<file path="src/rtl/spi_evt_pkg.sv">
package spi_evt_pkg;
  typedef enum logic [1:0] {
    SEL_LEVEL = 2'd0,
    SEL_CAUSE = 2'd1,
    SEL_MASK  = 2'd2,
    SEL_NONE  = 2'd3
  } evt_sel_e;
endpackage

</file>
<file path="src/rtl/spi_evt_sample.sv">
module spi_evt_sample #(
  parameter int NSRC = 13
) (
  input  logic            clk,
  input  logic            rst,
  input  logic [NSRC-1:0] status_i,
  output logic [NSRC-1:0] level_q,
  output logic [NSRC-1:0] rise
);
  logic [NSRC-1:0] prev_q;

  always_ff @(posedge clk) begin
    if (rst) begin
      level_q <= '0;
      prev_q  <= '0;
    end else begin
      level_q <= status_i;
      prev_q  <= level_q;
    end
  end

  assign rise = level_q & ~prev_q;
endmodule

</file>
<file path="src/rtl/spi_evt_cause.sv">
module spi_evt_cause #(
  parameter int NSRC = 13
) (
  input  logic            clk,
  input  logic            rst,
  input  logic [NSRC-1:0] rise,
  input  logic            clr_we,
  input  logic [NSRC-1:0] clr_bits,
  input  logic            mask_we,
  input  logic [NSRC-1:0] mask_bits,
  output logic [NSRC-1:0] cause_q,
  output logic [NSRC-1:0] mask_q,
  output logic            irq_q
);
  for (genvar i = 0; i < NSRC; i++) begin : g_bit
    always_ff @(posedge clk) begin
      if (rst) begin
        cause_q[i] <= 1'b0;
        mask_q[i]  <= 1'b0;
      end else begin
        // a rise takes priority over a clear in the same cycle
        if (rise[i])
          cause_q[i] <= 1'b1;
        else if (clr_we && clr_bits[i])
          cause_q[i] <= 1'b0;
        if (mask_we)
          mask_q[i] <= mask_bits[i];
      end
    end
  end

  always_ff @(posedge clk) begin
    if (rst) irq_q <= 1'b0;
    else     irq_q <= |(cause_q & mask_q);
  end
endmodule

</file>
<file path="src/rtl/spi_evt_regs.sv">
module spi_evt_regs
  import spi_evt_pkg::*;
#(
  parameter int NSRC = 13,
  parameter int DW   = 32
) (
  input  logic            clk,
  input  logic            rst,
  input  logic            rd_en,
  input  logic [1:0]      addr,
  input  logic [NSRC-1:0] level_q,
  input  logic [NSRC-1:0] cause_q,
  input  logic [NSRC-1:0] mask_q,
  output logic [DW-1:0]   rd_data
);
  localparam int PAD = DW - NSRC;
  logic [NSRC-1:0] pick;

  always_comb begin
    unique case (evt_sel_e'(addr))
      SEL_LEVEL: pick = level_q;
      SEL_CAUSE: pick = cause_q;
      SEL_MASK:  pick = mask_q;
      default:   pick = '0;
    endcase
  end

  always_ff @(posedge clk) begin
    if (rst)        rd_data <= '0;
    else if (rd_en) rd_data <= {{PAD{1'b0}}, pick};
  end
endmodule

</file>
<file path="src/rtl/spi_evt_irq.sv">
module spi_evt_irq
  import spi_evt_pkg::*;
#(
  parameter int NSRC = 13,
  parameter int DW   = 32
) (
  input  logic            clk,
  input  logic            rst,
  input  logic [NSRC-1:0] status_i,
  input  logic            wr_en,
  input  logic            rd_en,
  input  logic [1:0]      addr,
  input  logic [DW-1:0]   wr_data,
  output logic [DW-1:0]   rd_data,
  output logic            irq_o
);
  logic [NSRC-1:0] level_q, rise, cause_q, mask_q;
  logic            clr_we, mask_we;

  assign clr_we  = wr_en && (evt_sel_e'(addr) == SEL_CAUSE);
  assign mask_we = wr_en && (evt_sel_e'(addr) == SEL_MASK);

  spi_evt_sample #(.NSRC(NSRC)) u_sample (
    .clk(clk), .rst(rst), .status_i(status_i),
    .level_q(level_q), .rise(rise)
  );

  spi_evt_cause #(.NSRC(NSRC)) u_cause (
    .clk(clk), .rst(rst), .rise(rise),
    .clr_we(clr_we), .clr_bits(wr_data[NSRC-1:0]),
    .mask_we(mask_we), .mask_bits(wr_data[NSRC-1:0]),
    .cause_q(cause_q), .mask_q(mask_q), .irq_q(irq_o)
  );

  spi_evt_regs #(.NSRC(NSRC), .DW(DW)) u_regs (
    .clk(clk), .rst(rst), .rd_en(rd_en), .addr(addr),
    .level_q(level_q), .cause_q(cause_q), .mask_q(mask_q),
    .rd_data(rd_data)
  );
endmodule

</file>
<file path="config.mk">
export PLATFORM = sky130hd
export DESIGN_NAME = spi_evt_irq
export DESIGN_NICKNAME = d
export VERILOG_FILES = /design/src/rtl/spi_evt_pkg.sv /design/src/rtl/spi_evt_sample.sv /design/src/rtl/spi_evt_cause.sv /design/src/rtl/spi_evt_regs.sv /design/src/rtl/spi_evt_irq.sv
export SDC_FILE = /design/constraint.sdc
export NUM_CORES = 1
export LEC_CHECK = 0
export ABC_AREA = 1
export BUFFER_PORTS_ARGS = -buffer_cell sky130_fd_sc_hd__buf_2
export CAP_MARGIN = 20
export CORE_MARGIN = 2
export CORE_UTILIZATION = 30
export DETAILED_ROUTE_END_ITERATION = 12
export PLACE_DENSITY = 0.51
export SLEW_MARGIN = 25
export SYNTH_ARGS = -nofsm -noshare
export SYNTH_HDL_FRONTEND = slang
export SYNTH_HIERARCHICAL = 1
export SYNTH_SLANG_ARGS = --single-unit
</file>
<file path="constraint.sdc">
create_clock -name clk -period 1.2 [get_ports clk]
set_clock_uncertainty 0.05 [all_clocks]
set_input_delay 0.06 -clock clk [delete_from_list [all_inputs] [get_ports clk]]
set_output_delay 0.06 -clock clk [all_outputs]
set_load 0.03 [all_outputs]
</file>
After elaboration in Yosys (flattened, before gate mapping)
Index checks and enable logic that the tools add are counted.
{ "op_classes": {"n_eq_ne": 2, "mux": 27, "n_bitwise": 3, "reduce_logical": 30} }
{ "op_table": {"columns": ["operator", "n"], "rows": [
  ["one-hot mux 13 bit (3 select lines)", 1],
  ["bitwise AND 13 bit", 2],
  ["2-to-1 mux 1 bit", 26],
  ["nonzero test 2 bit", 13],
  ["logical AND 1 bit", 15],
  ["inverter 13 bit", 1],
  ["OR reduction 13 bit", 1],
  ["== test 2 x 1 -> 1 bit (second input constant)", 1],
  ["== test 2 bit (second input constant)", 1],
  ["zero test 2 bit", 1]
]} }
{ "totals": {"regBits": 66, "inputBits": 51, "output_inout_bits": 33} }

Longest topological paths before layout
{ "logic_depth": {"ltp_word": 5, "depth_mapped": 6, "ltp_nobuf": 6} }

Cells and area by module
Netlist, hierarchy kept.
{ "modules_own_cells": {"columns": ["module", "n_inst", "cells_each", "area_each_um2"], "rows": [
  ["spi_evt_cause", 1, 140, 1066.0],
  ["spi_evt_regs", 1, 136, 935.9],
  ["spi_evt_sample", 1, 94, 800.8],
  ["spi_evt_irq", 1, 4, 15.0]
]} }

Worst setup path after synthesis
Ideal clock, no wire load.
{ "synth_timing": {"path_type": "input -> register", "startpoint": "input wr_en", "endpoint": "register u_cause.mask_q[1]", "setup_ns": 0.115, "t_arrival_ns": 0.675, "t_required_ns": 1.035, "setup_slack_ns": 0.360, "stages": 6, "path_buffers": 1, "cell_sequence": "nand2_1 nor2_1 inv_2 buf_6 nand2_1 a21oi_2"} }
{ "synth_via": {"elab_chain_len": 1} }
{ "synth_lines": {"columns": ["item", "line_no", "text"], "rows": [
  ["start, declared", "spi_evt_irq.sv:10", "input logic wr_en,"],
  ["logical AND 1 bit", "spi_evt_irq.sv:21", "assign mask_we = wr_en && (evt_sel_e'(addr) == SEL_MASK);"],
  ["via mask_we", "spi_evt_irq.sv:18", "logic clr_we, mask_we;"],
  ["end signal, assigned by index", "spi_evt_cause.sv:27", "mask_q[i] <= mask_bits[i];"],
  ["end, declared", "spi_evt_cause.sv:12", "output logic [NSRC-1:0] mask_q,"]
]} }
The timed path passes the listed nets, and every way through them passes these cells.
A chain may end at the register's enable or synchronous reset.

Worst setup path in the final report
{ "layout_timing": {"startpoint": "register u_regs.rd_data[12]", "endpoint": "output rd_data[12]"} }
{ "layout_lines": {"columns": ["item", "line_no", "text"], "rows": [
  ["start, declared", "spi_evt_regs.sv:14", "output logic [DW-1:0] rd_data"],
  ["start signal, assigned", "spi_evt_regs.sv:30", "else if (rd_en) rd_data <= {{PAD{1'b0}}, pick};"],
  ["end, declared", "spi_evt_irq.sv:14", "output logic [DW-1:0] rd_data,"]
]} }
No word-level cell between the ends.

==> flow_metrics.env <==
export IMPL_initial_core_util_pct=30.6
export IMPL_cts_setup_buffers=0
export IMPL_postSynthRegisterBits=66
export IMPL_max_vdd_ir_drop_mv=0.652
export IMPL_post_drt_via_cell_ratio=4.30
export IMPL_netlist_top_cells_count="sky130_fd_sc_hd__nand2_1, sky130_fd_sc_hd__dfxtp_1, sky130_fd_sc_hd__nor2_1, sky130_fd_sc_hd__nand3_1, sky130_fd_sc_hd__inv_1"
export IMPL_clkTransAtPathRegs_ns=0.07
export IMPL_top_level_ports=84
export IMPL_period_needed_ns=0.992
export IMPL_yosys_cell_count_top_type="sky130_fd_sc_hd__nand2_1"
export IMPL_htree_levels=3
export IMPL_finalInstanceArea_um2=3500
export IMPL_cts_tree="yes"
export IMPL_antenna_violation_net_count_after_detailed_routing=0
export IMPL_leakage_nw=1.59
export IMPL_post_cts_hold_buffer_count=26
export IMPL_grt_usage_pct=13.3
export IMPL_tns_ns=0
export IMPL_floorplan_rows=35
export IMPL_synth_yosys_seq_area_share_pct=46.9
export IMPL_critical_path_end_type="primary output"
export IMPL_setup_slack_on_the_worst_flop_to_flop_path_ns=0.23
export IMPL_area_growth_syn_to_layout_pct=24.1
export IMPL_grt_pass1_wl_um=10300
export IMPL_critical_path_max_stage_delay_ns=0.34
export IMPL_fillerInstances=991
export IMPL_pre_cts_slack_ns=0.0877
export IMPL_io_buffer_count=45
export IMPL_vias=2420
export IMPL_layout_worst_path_cycle_share_pct=82.6
export IMPL_detailedRoute_firstIterationViolations=102
export IMPL_worst_setup_path_start_kind="flop"
export IMPL_setup_slack_ns=0.208
export IMPL_post_dp_cell_area_um2=3050
export IMPL_ctsRootBufferMaster="sky130_fd_sc_hd__clkbuf_8"
export IMPL_cts_buffer_depth=2
export IMPL_required_ns=1.09
export IMPL_antenna_found_initial=0
export IMPL_timing_max_cap_violations=0
export IMPL_critPathKind="reg2out"
export IMPL_result_of_the_run="finished clean"
export IMPL_synthDominantAreaCellType="sky130_fd_sc_hd__dfxtp_1"
export IMPL_timing_critical_path_arrival_ns=0.88
export IMPL_multiInputGateArea_um2=1150
export IMPL_grt_max_degree=67
export IMPL_synth_area_um2=2820
export IMPL_drt_first_pass_iters=4
export IMPL_numCtsBuffers=9
export IMPL_synth_edf_count=0
export IMPL_achievable_frequency_mhz=1010
export IMPL_prevailing_post_synth_register_cell="sky130_fd_sc_hd__dfxtp_1"
export IMPL_cts_sinks=66
export IMPL_n_antenna_cell=0
export IMPL_die_height_um=101
export IMPL_area_of_all_sequential_standard_cells_um2=1320
export IMPL_crit_path_max_fanout=2
export IMPL_wirelength_um=6370
export IMPL_final_hold_viol_count=0
export IMPL_synthesis_instances=374
export IMPL_routedWlPerCell_um=11.3
export IMPL_grt_setup_unrepaired="no"
export IMPL_critical_path_top_delay_family="flip-flops"
export IMPL_final_layout_size_suffix_gt1_share_pct=20.6
export IMPL_die_x_um=101
export IMPL_drc=0
export IMPL_yosysUniqueCellTypes=14
export IMPL_synth_top_area_share_pct=46.9
export IMPL_pins_over_their_slew_limit=0
export IMPL_worst_skew_pair_late_latency_ns=0.34
export IMPL_grt_pass1_vias=2126
export IMPL_cellPowerDensity_nw_per_um2=1350
export IMPL_worst_hold_path_type="in2reg"
export IMPL_globalplace_congestion=0.799
export IMPL_yosys_warnings=6
export IMPL_asyncSetResetFlopFracSynth_pct=0
export IMPL_postLayoutCoreUtil_pct=38.0
export IMPL_overflow=0
export IMPL_crit_slowest_cell="sky130_fd_sc_hd__dfxtp_1"
export IMPL_cp_cell_sequence="buf_2"
export IMPL_leading_post_synthesis_cells_by_cell_area="sky130_fd_sc_hd__dfxtp_1, sky130_fd_sc_hd__nand2_1, sky130_fd_sc_hd__nor2_1, sky130_fd_sc_hd__nand3_1, sky130_fd_sc_hd__a21oi_2"
export IMPL_synthesis_area_per_instance_um2=7.53
export IMPL_fp_coreArea_um2=9200
export IMPL_cp_buffers_inverters=1
export IMPL_hpwl_um=4360
export IMPL_final_net_count=499
export IMPL_cts_resized=0
export IMPL_final_setup_viol_count=0
export IMPL_die_area_um2=10200
-- metal layers --
metal / wire length (um) / up-vias / global-route usage [%]
li1: - / 1272 / -
met1: 3340 / 1076 / 19.1
met2: 2560 / 64 / 18.6
met3: 372 / 8 / 4.16
met4: 98 / 0 / 5.30
met5: 0 / - / 0
-- cell type report --
type / instances / share of cell area [%]
clock buffer: 12 / 4.15
timing repair buffer: 81 / 16.7
multi-input combinational: 258 / 32.8
sequential: 66 / 37.8
inverter: 32 / 3.43
tap: 111 / 3.97
clock inverter: 3 / 1.14
-- power by group --
part	leakage (nW)	switching (W)	internal [W]
logic	0.947	0.000360	0.000215
registers	0.542	0.0000578	0.00229
clock network	0.0962	0.000805	0.000999
total	1.59	0.00122	0.00351
-- through the flow --
stage / total power (W) / instances / hold slack (ns)
2_1_floorplan: 0.00281 / 392 / 0.0791
3_3_place_gp: 0.00291 / 522 / 0.209
3_5_place_dp: 0.00291 / 522 / 0.215
4_1_cts: 0.00479 / 563 / 0.0287
5_1_grt: 0.00495 / 563 / 0.0372
6_report: 0.00473 / 563 / 0.0394
-- cells in the final DEF (no fill, tap or decap), drive strengths merged --
master,n
a21oi,39
buf,55
bufinv,1
clkbuf,12
clkinv,2
conb,19
dfxtp,66
dlygate4sd3,26
inv,32
nand2,101
nand3,39
nor2,60
-- path summary, 6_finish.rpt --
check                                                       to                            start  cells past startpoint
worst min register to register   u_sample/prev_q[4]$_SDFF_PP0_   u_sample/level_q[4]$_SDFF_PP0_                      2
worst max-delay path                               rd_data[12]  u_regs/rd_data[12]$_SDFFE_PP0P_                      1
worst max register to register        u_cause/irq_q$_SDFF_PP0_  u_cause/cause_q[9]$_SDFFE_PP0P_                      6
worst min-delay path            u_regs/rd_data[8]$_SDFFE_PP0P_                            rd_en                      3
-- sequential cells by signal, summed over array words and instances, names as in the netlist --
signal,count
u_cause/irq_q,1
u_sample/prev_q,13
u_sample/level_q,13
u_regs/rd_data,13
u_cause/cause_q,13
u_cause/mask_q,13
-- cell families after synthesis --
kind of cell / after synthesis / share of synthesized area (%)
flip-flops: 66 / 46.9
other: 1 / 0.133
AO/OA/AOI/OAI: 39 / 9.59
AND/OR/NAND/NOR: 200 / 28.6
buffers and inverters: 68 / 14.8
-- worst register-to-register path, cell delays in order (launching register included) --
cell and delay [ns]:
sky130_fd_sc_hd__dfxtp_1 0.33, sky130_fd_sc_hd__nand2_1 0.07, sky130_fd_sc_hd__nand2_1 0.08, sky130_fd_sc_hd__nor2_1 0.11
sky130_fd_sc_hd__nand2_1 0.05, sky130_fd_sc_hd__nor2_1 0.10, sky130_fd_sc_hd__nor2_1 0.05
Note: power is estimated with default switching activity, not from simulation.
